===== src/rtl/usbtx_pkg.sv =====
package usbtx_pkg;

  typedef enum logic [1:0] {
    FR_IDLE  = 2'd0,
    FR_STAT0 = 2'd1,
    FR_STAT1 = 2'd2,
    FR_PAY   = 2'd3
  } fr_state_e;

  // Fill count as reported in the second status byte: clipped to 8 bits.
  function automatic logic [7:0] sat_fill(input int unsigned lvl);
    if (lvl > 255) return 8'hFF;
    return lvl[7:0];
  endfunction

  // Payload length granted to a poll; zero means NAK.
  function automatic int unsigned pick_len(input int unsigned lvl,
                                           input int unsigned max_pl,
                                           input logic        expired);
    if (lvl >= max_pl) return max_pl;
    if (expired && lvl != 0) return lvl;
    return 0;
  endfunction

endpackage


===== src/rtl/txb_fifo.sv =====
module txb_fifo #(
  parameter int DEPTH = 256,
  parameter int W     = 8,
  localparam int AW   = $clog2(DEPTH),
  localparam int LW   = $clog2(DEPTH + 1)
) (
  input  logic          clk,
  input  logic          rst_n,
  input  logic          push,
  input  logic [W-1:0]  wdata,
  input  logic          pop,
  output logic [W-1:0]  rdata,
  output logic [LW-1:0] level
);

  logic [W-1:0]  mem [DEPTH];
  logic [AW-1:0] wr_ptr, rd_ptr;

  function automatic logic [AW-1:0] bump(input logic [AW-1:0] p);
    if (p == AW'(DEPTH - 1)) return '0;
    return p + AW'(1);
  endfunction

  always_ff @(posedge clk) begin
    if (push) mem[wr_ptr] <= wdata;
  end

  always_ff @(posedge clk or negedge rst_n) begin
    if (!rst_n) begin
      wr_ptr <= '0;
      rd_ptr <= '0;
      level  <= '0;
    end else begin
      if (push) wr_ptr <= bump(wr_ptr);
      if (pop)  rd_ptr <= bump(rd_ptr);
      level <= level + LW'(push) - LW'(pop);
    end
  end

  assign rdata = mem[rd_ptr];

  AST_LEVEL_BOUND: assert property (@(posedge clk) disable iff (!rst_n)
    level <= LW'(DEPTH));
  AST_POP_NONEMPTY: assert property (@(posedge clk) disable iff (!rst_n)
    pop |-> level != '0);
  AST_PUSH_NOTFULL: assert property (@(posedge clk) disable iff (!rst_n)
    push |-> level < LW'(DEPTH));

endmodule


===== src/rtl/txb_lat_timer.sv =====
module txb_lat_timer #(
  parameter int TW = 16
) (
  input  logic          clk,
  input  logic          rst_n,
  input  logic          restart,
  input  logic [TW-1:0] period,
  output logic          expired
);

  logic [TW-1:0] cnt;

  always_ff @(posedge clk or negedge rst_n) begin
    if (!rst_n)              cnt <= '0;
    else if (restart)        cnt <= '0;
    else if (cnt < period)   cnt <= cnt + TW'(1);
  end

  assign expired = (cnt >= period);

  AST_RESTART_CLEARS: assert property (@(posedge clk) disable iff (!rst_n)
    restart && period != '0 ##1 $stable(period) |-> !expired);

endmodule


===== src/rtl/txb_framer.sv =====
module txb_framer
  import usbtx_pkg::*;
#(
  parameter int PAYLOAD = 62,
  parameter int LW      = 9,
  localparam int PW     = $clog2(PAYLOAD + 1)
) (
  input  logic          clk,
  input  logic          rst_n,
  input  logic          host_req,
  input  logic [LW-1:0] level,
  input  logic          ovf,
  input  logic          expired,
  input  logic [7:0]    rdata,
  output logic          pop,
  output logic          accept,
  output logic          nak,
  output logic          out_valid,
  output logic [7:0]    out_data,
  output logic          out_first,
  output logic          out_last
);

  fr_state_e     state;
  logic [PW-1:0] remain;
  logic [PW-1:0] send_len;
  logic [7:0]    stat0, stat1;
  logic          poll;

  assign poll     = (state == FR_IDLE) && host_req;
  assign send_len = PW'(pick_len(32'(level), PAYLOAD, expired));
  assign accept   = poll && (send_len != '0);

  always_ff @(posedge clk or negedge rst_n) begin
    if (!rst_n) begin
      state  <= FR_IDLE;
      remain <= '0;
      stat0  <= '0;
      stat1  <= '0;
      nak    <= 1'b0;
    end else begin
      nak <= poll && !accept;
      case (state)
        FR_IDLE: if (accept) begin
          stat0  <= {7'b0, ovf};
          stat1  <= sat_fill(32'(level));
          remain <= send_len;
          state  <= FR_STAT0;
        end
        FR_STAT0: state <= FR_STAT1;
        FR_STAT1: state <= FR_PAY;
        FR_PAY: begin
          remain <= remain - PW'(1);
          if (remain == PW'(1)) state <= FR_IDLE;
        end
        default: state <= FR_IDLE;
      endcase
    end
  end

  assign pop       = (state == FR_PAY);
  assign out_valid = (state != FR_IDLE);
  assign out_first = (state == FR_STAT0);
  assign out_last  = (state == FR_PAY) && (remain == PW'(1));

  always_comb begin
    case (state)
      FR_STAT0: out_data = stat0;
      FR_STAT1: out_data = stat1;
      FR_PAY:   out_data = rdata;
      default:  out_data = 8'h00;
    endcase
  end

  AST_BUSY_NO_NAK: assert property (@(posedge clk) disable iff (!rst_n)
    out_valid && host_req |=> !nak);
  AST_NAK_SILENT: assert property (@(posedge clk) disable iff (!rst_n)
    nak |-> !out_valid);
  AST_LAST_ENDS: assert property (@(posedge clk) disable iff (!rst_n)
    out_last |=> !out_valid);
  AST_START_FIRST: assert property (@(posedge clk) disable iff (!rst_n)
    $rose(out_valid) |-> out_first);
  AST_SHORT_NEEDS_TIMER: assert property (@(posedge clk) disable iff (!rst_n)
    accept && level < LW'(PAYLOAD) |-> expired);

endmodule


===== src/rtl/usb_tx_packetizer.sv =====
module usb_tx_packetizer #(
  parameter int DEPTH   = 256,
  parameter int PAYLOAD = 62,
  parameter int TW      = 16,
  localparam int LW     = $clog2(DEPTH + 1)
) (
  input  logic          clk,
  input  logic          rst_n,
  input  logic          wr_en,
  input  logic [7:0]    wr_data,
  output logic          room_n,
  input  logic          ovf_clr,
  output logic          ovf,
  input  logic [TW-1:0] lat_period,
  input  logic          host_req,
  output logic          out_valid,
  output logic [7:0]    out_data,
  output logic          out_first,
  output logic          out_last,
  output logic          nak,
  output logic [LW-1:0] fill_count
);

  // Named internal events
  logic       ev_push, ev_drop, ev_pop, ev_accept, ev_restart, ev_expired;
  logic [7:0] head_byte;

  assign room_n     = (fill_count == LW'(DEPTH));
  assign ev_push    = wr_en && !room_n;
  assign ev_drop    = wr_en && room_n;
  assign ev_restart = ev_accept || (ev_push && fill_count == '0);

  always_ff @(posedge clk or negedge rst_n) begin
    if (!rst_n)       ovf <= 1'b0;
    else if (ev_drop) ovf <= 1'b1;
    else if (ovf_clr) ovf <= 1'b0;
  end

  txb_fifo #(.DEPTH(DEPTH), .W(8)) u_buf (
    .clk(clk), .rst_n(rst_n), .push(ev_push), .wdata(wr_data),
    .pop(ev_pop), .rdata(head_byte), .level(fill_count)
  );

  txb_lat_timer #(.TW(TW)) u_timer (
    .clk(clk), .rst_n(rst_n), .restart(ev_restart),
    .period(lat_period), .expired(ev_expired)
  );

  txb_framer #(.PAYLOAD(PAYLOAD), .LW(LW)) u_framer (
    .clk(clk), .rst_n(rst_n), .host_req(host_req), .level(fill_count),
    .ovf(ovf), .expired(ev_expired), .rdata(head_byte), .pop(ev_pop),
    .accept(ev_accept), .nak(nak), .out_valid(out_valid),
    .out_data(out_data), .out_first(out_first), .out_last(out_last)
  );

  AST_NO_OVERFLOW: assert property (@(posedge clk) disable iff (!rst_n)
    wr_en && room_n && !ev_pop |=> room_n);
  AST_DROP_SETS_OVF: assert property (@(posedge clk) disable iff (!rst_n)
    ev_drop |=> ovf);
  AST_OVF_STICKY: assert property (@(posedge clk) disable iff (!rst_n)
    ovf && !ovf_clr |=> ovf);
  AST_WRITE_COUNTS: assert property (@(posedge clk) disable iff (!rst_n)
    ev_push && !ev_pop |=> fill_count == $past(fill_count) + LW'(1));

endmodule


===== config.mk =====
export PLATFORM = sky130hd
export DESIGN_NAME = usb_tx_packetizer
export DESIGN_NICKNAME = d
export VERILOG_FILES = /design/src/rtl/usbtx_pkg.sv /design/src/rtl/txb_fifo.sv /design/src/rtl/txb_lat_timer.sv /design/src/rtl/txb_framer.sv /design/src/rtl/usb_tx_packetizer.sv
export SDC_FILE = /design/constraint.sdc
export NUM_CORES = 2
export LEC_CHECK = 0
export ABC_AREA = 1
export BUFFER_PORTS_ARGS = -buffer_cell sky130_fd_sc_hd__buf_4
export CORE_MARGIN = 3
export CORE_UTILIZATION = 45
export DETAILED_ROUTE_END_ITERATION = 6
export HOLD_SLACK_MARGIN = 0.08
export SLEW_MARGIN = 20
export SYNTH_ARGS = -nofsm -noshare
export SYNTH_HDL_FRONTEND = slang
export SYNTH_SLANG_ARGS = --single-unit

===== constraint.sdc =====
create_clock -name clk -period 3.4 [get_ports clk]
set_input_delay 0 -clock clk [delete_from_list [all_inputs] [get_ports clk]]
set_output_delay 0 -clock clk [all_outputs]
set_load 0.02 [all_outputs]

==> impl_metrics.json <==
{
  "syn_to_final_growth_pct": 16.6,
  "wl_per_cell_microns": 24.3,
  "yosys.area_share.simple": 0.184,
  "p_int_mw": 53.2,
  "antenna_found_initial": 3,
  "hold_violations": 0,
  "fillers": 16700,
  "crit_path_end_kind": "primary output",
  "worst_ep_arrival_time_ns": 3.75,
  "fp-row-count": 162,
  "drive_gt1_frac": 0.118,
  "grt_pass1_vias": 59700,
  "netlist_instances": 8036,
  "chipWidth_microns": 451,
  "hp-class": "in -> reg",
  "clock-sinks": 2108,
  "p_switching_mw": 31.5,
  "antenna_left": 0,
  "setup_ws_ns": -0.353,
  "avgSynthCellArea_sq_um": 11.1,
  "grt_max_degree": 117,
  "hold_depth": 5,
  "cts_buffers": 214,
  "crit_start": "u_buf.rd_ptr[0]$_DFFE_PN0P_",
  "syn-cell-area_sq_um": 89100,
  "synth_nets": 8115,
  "reg2reg_from": "u_buf.level[7]$_DFF_PN0_",
  "crit_required_ns": 3.40,
  "yosysWarningCount": 0,
  "cts_root_buf": "clkbuf_16",
  "min_period_over_period": 1.10,
  "final_cell_mix": "edfxtp_1 (2048), nand2_1 (1756), nor2_1 (1457)",
  "finClkSkew_ns": 0.0381,
  "combPwrFrac": 0.376,
  "first_pass_iters": 7,
  "vias": 61800,
  "synth_cell_type_count": 42,
  "synth_compound_area_frac": 0.0524,
  "globalRouteOverflowTotal": 0,
  "p_leak_nw": 38.3,
  "antenna_cells": 0,
  "irDropWorstVdd_mv": 0.800,
  "synth_xor_area_frac": 0.00246,
  "tightest_slew_ns": 1.06,
  "max_clock_freq_ghz": 0.266,
  "slew_viol_final": 0,
  "yosys.area_share.adder": 0.00710,
  "violations": "negative setup slack",
  "seqPwrFrac": 0.347,
  "crit_path_start_kind": "register",
  "slew_headroom": 0.294,
  "nNetsFinal": 8364,
  "outcome": "complete, but fails checks",
  "place_ws_ns": -0.0174,
  "hold_start": "wr_en",
  "fin_crit_ns": 3.75,
  "clkTransAtPathRegs_ns": 0.06,
  "powerDensity_nw_per_um2": 815,
  "place.gp.congestion": 0.898,
  "ys_seq_area_frac": 0.707,
  "clockBufferDepth": 3,
  "setup_viol": 8,
  "pin_count": 52,
  "wl_mm": 270,
  "clkLatencyLatePin_ns": 0.87,
  "worstSetupPathType": "reg -> out",
  "synth-seq-cells": 2108,
  "multi_input_area_sq_um": 22700,
  "p_clk_frac": 0.277,
  "synth_top_family_by_area": "simple AND/OR/NAND/NOR gates",
  "ff2ff_path_depth": 11,
  "layout_commonest_cell": "edfxtp_1",
  "coreArea_sq_um": 196000,
  "dp_hpwl_mm": 154,
  "cap_violations": 0,
  "track_usage": 0.260,
  "swShare": 0.372,
  "die-area_sq_um": 203000,
  "port_buffers": 51,
  "tritoncts": "built",
  "htree_levels": 4,
  "route.detailed.drc": 0,
  "crit_fanout": 16,
  "final.setup.tns_ns": -2.30,
  "rsz0062_at_grt": "true",
  "vias_per_cell": 5.57,
  "drt-initial-drc-count": 7384,
  "grt_pass1_wl_mm": 397,
  "muxShareOfSynthArea": 0,
  "seqCellArea_sq_um": 63000,
  "die_y_microns": 451,
  "start_util": 0.455
}
-- state kept, by name, summed over array words and instances (netlist names), 2 cells and up --
signal / flops
u_buf.mem: 2048
u_timer.cnt: 16
u_buf.level: 9
u_buf.rd_ptr: 8
u_buf.wr_ptr: 8
u_framer.stat1: 8
u_framer.remain: 6
u_framer.state: 2
-- synthesized netlist by cell type, drive strengths merged --
cell	instances	area (sq um)
edfxtp	2048	61500
nand2	1795	6740
nor2	1511	5670
nand3	714	3570
o21ai	626	3140
inv	404	1520
buf	366	2270
a21oi	154	771
clkbuf	110	413
o211ai	79	598
dfrtp	60	1500
ha	49	613
or2	36	225
xor2	22	193
nand4	20	125
o22ai	8	50.1
nor3	6	35.0
clkinv	5	18.8
a31oi	4	25.0
a32oi	3	26.3
xnor2	3	26.3
a22oi	2	15.0
nor3b	2	15.0
nor4	2	12.5
o21bai	2	15.0
a211oi	1	7.51
a22o	1	8.76
fa	1	20.0
o21a	1	7.51
o31ai	1	7.51
-- per-stage QoR --
| step | cells | hold slack, ns | power [mW] | instance area [sq um] | utilization |
|---|---|---|---|---|---|
| 2_1_floorplan | 8036 | -0.296 | 46.8 | 89100 | - |
| 3_3_place_gp | 10600 | 0.162 | 56.6 | 93900 | 0.479 |
| 3_5_place_dp | 10600 | 0.175 | 56.8 | 93900 | 0.479 |
| 4_1_cts | 11100 | 0.114 | 83.8 | 103000 | 0.527 |
| 5_1_grt | 11100 | 0.175 | 88.4 | 104000 | 0.530 |
| 6_report | 11100 | 0.160 | 84.7 | 104000 | 0.530 |
-- metal layers --
| metal | wire length [microns] | GRT usage |
|---|---|---|
| met2 | 123000 | 0.405 |
| met3 | 25100 | 0.0463 |
| met5 | 11 | 0 |
| met4 | 9450 | 0.0912 |
| met1 | 111000 | 0.368 |
-- worst max-delay path, stage by stage (launching register included) --
cell and delay, ns:
dfrtp_4 0.45, buf_12 0.22, clkinv_16 0.15, bufbuf_16 0.32, nand2_1 0.06, nand3_1 0.08, nand3_2 0.12, nand2_2 0.07
nor2_2 0.16, nor2_1 0.06, nor2_2 0.18, nand2_2 0.16, nand2_2 0.13, nand3_4 0.16, nand2_4 0.16, nand2_1 0.07
a21oi_1 0.14, buf_4 0.16
-- cells by family after synthesis --
family                     after synthesis
buffers and inverters                  885
and+or+nand+nor                       4086
xor gates and xnor gates                25
DFF                                   2108
adders and majority gates               50
AOI/OAI and AO/OA                      882
-- power groups by stage --
| stage | combinational, mW | clock (mW) | sequential (mW) |
|---|---|---|---|
| final | 31.8 | 23.5 | 29.4 |
| after global routing | 34.2 | 24.8 | 29.4 |
| after CTS | 30.8 | 23.7 | 29.4 |
| after detailed placement | 26.9 | 0 | 29.9 |
| after global placement | 26.7 | 0 | 29.9 |
| after floorplan | 16.9 | 0 | 29.8 |
-- path summary, 6_finish.rpt --
check | endpoint | slack [ns]
min in group asynchronous | u_framer.stat1[7]$_DFFE_PN0P_ | 0.26
worst min register to register | u_framer.stat1[2]$_DFFE_PN0P_ | 0.49
worst min-delay path | u_buf.level[0]$_DFF_PN0_ | 0.16
worst max register to register | u_buf.mem[49][2]$_DFFE_PP_ | 0.16
worst max-delay path | out_data[5] | -0.35
max in group asynchronous | u_buf.rd_ptr[0]$_DFFE_PN0P_ | 2.82
-- area by class of cell --
| type | count | area share |
|---|---|---|
| clock buffer | 264 | 0.0535 |
| clock inverter | 130 | 0.0134 |
| inverter | 409 | 0.0153 |
| multi-input combinational | 5043 | 0.218 |
| sequential | 2108 | 0.606 |
| tap | 2624 | 0.0316 |
| timing repair buffer | 503 | 0.0604 |
| timing repair inverter | 6 | 0.000891 |
-- timing repair --
item,in CTS,in global routing
hold buffers,24,0
endpoints found under the hold margin,2032,0
pin swaps,27,11
gates resized for setup,223,80
setup endpoints to repair,8,147
setup buffers,29,4
cloned,38,8
(Power assumes the default switching activity.)
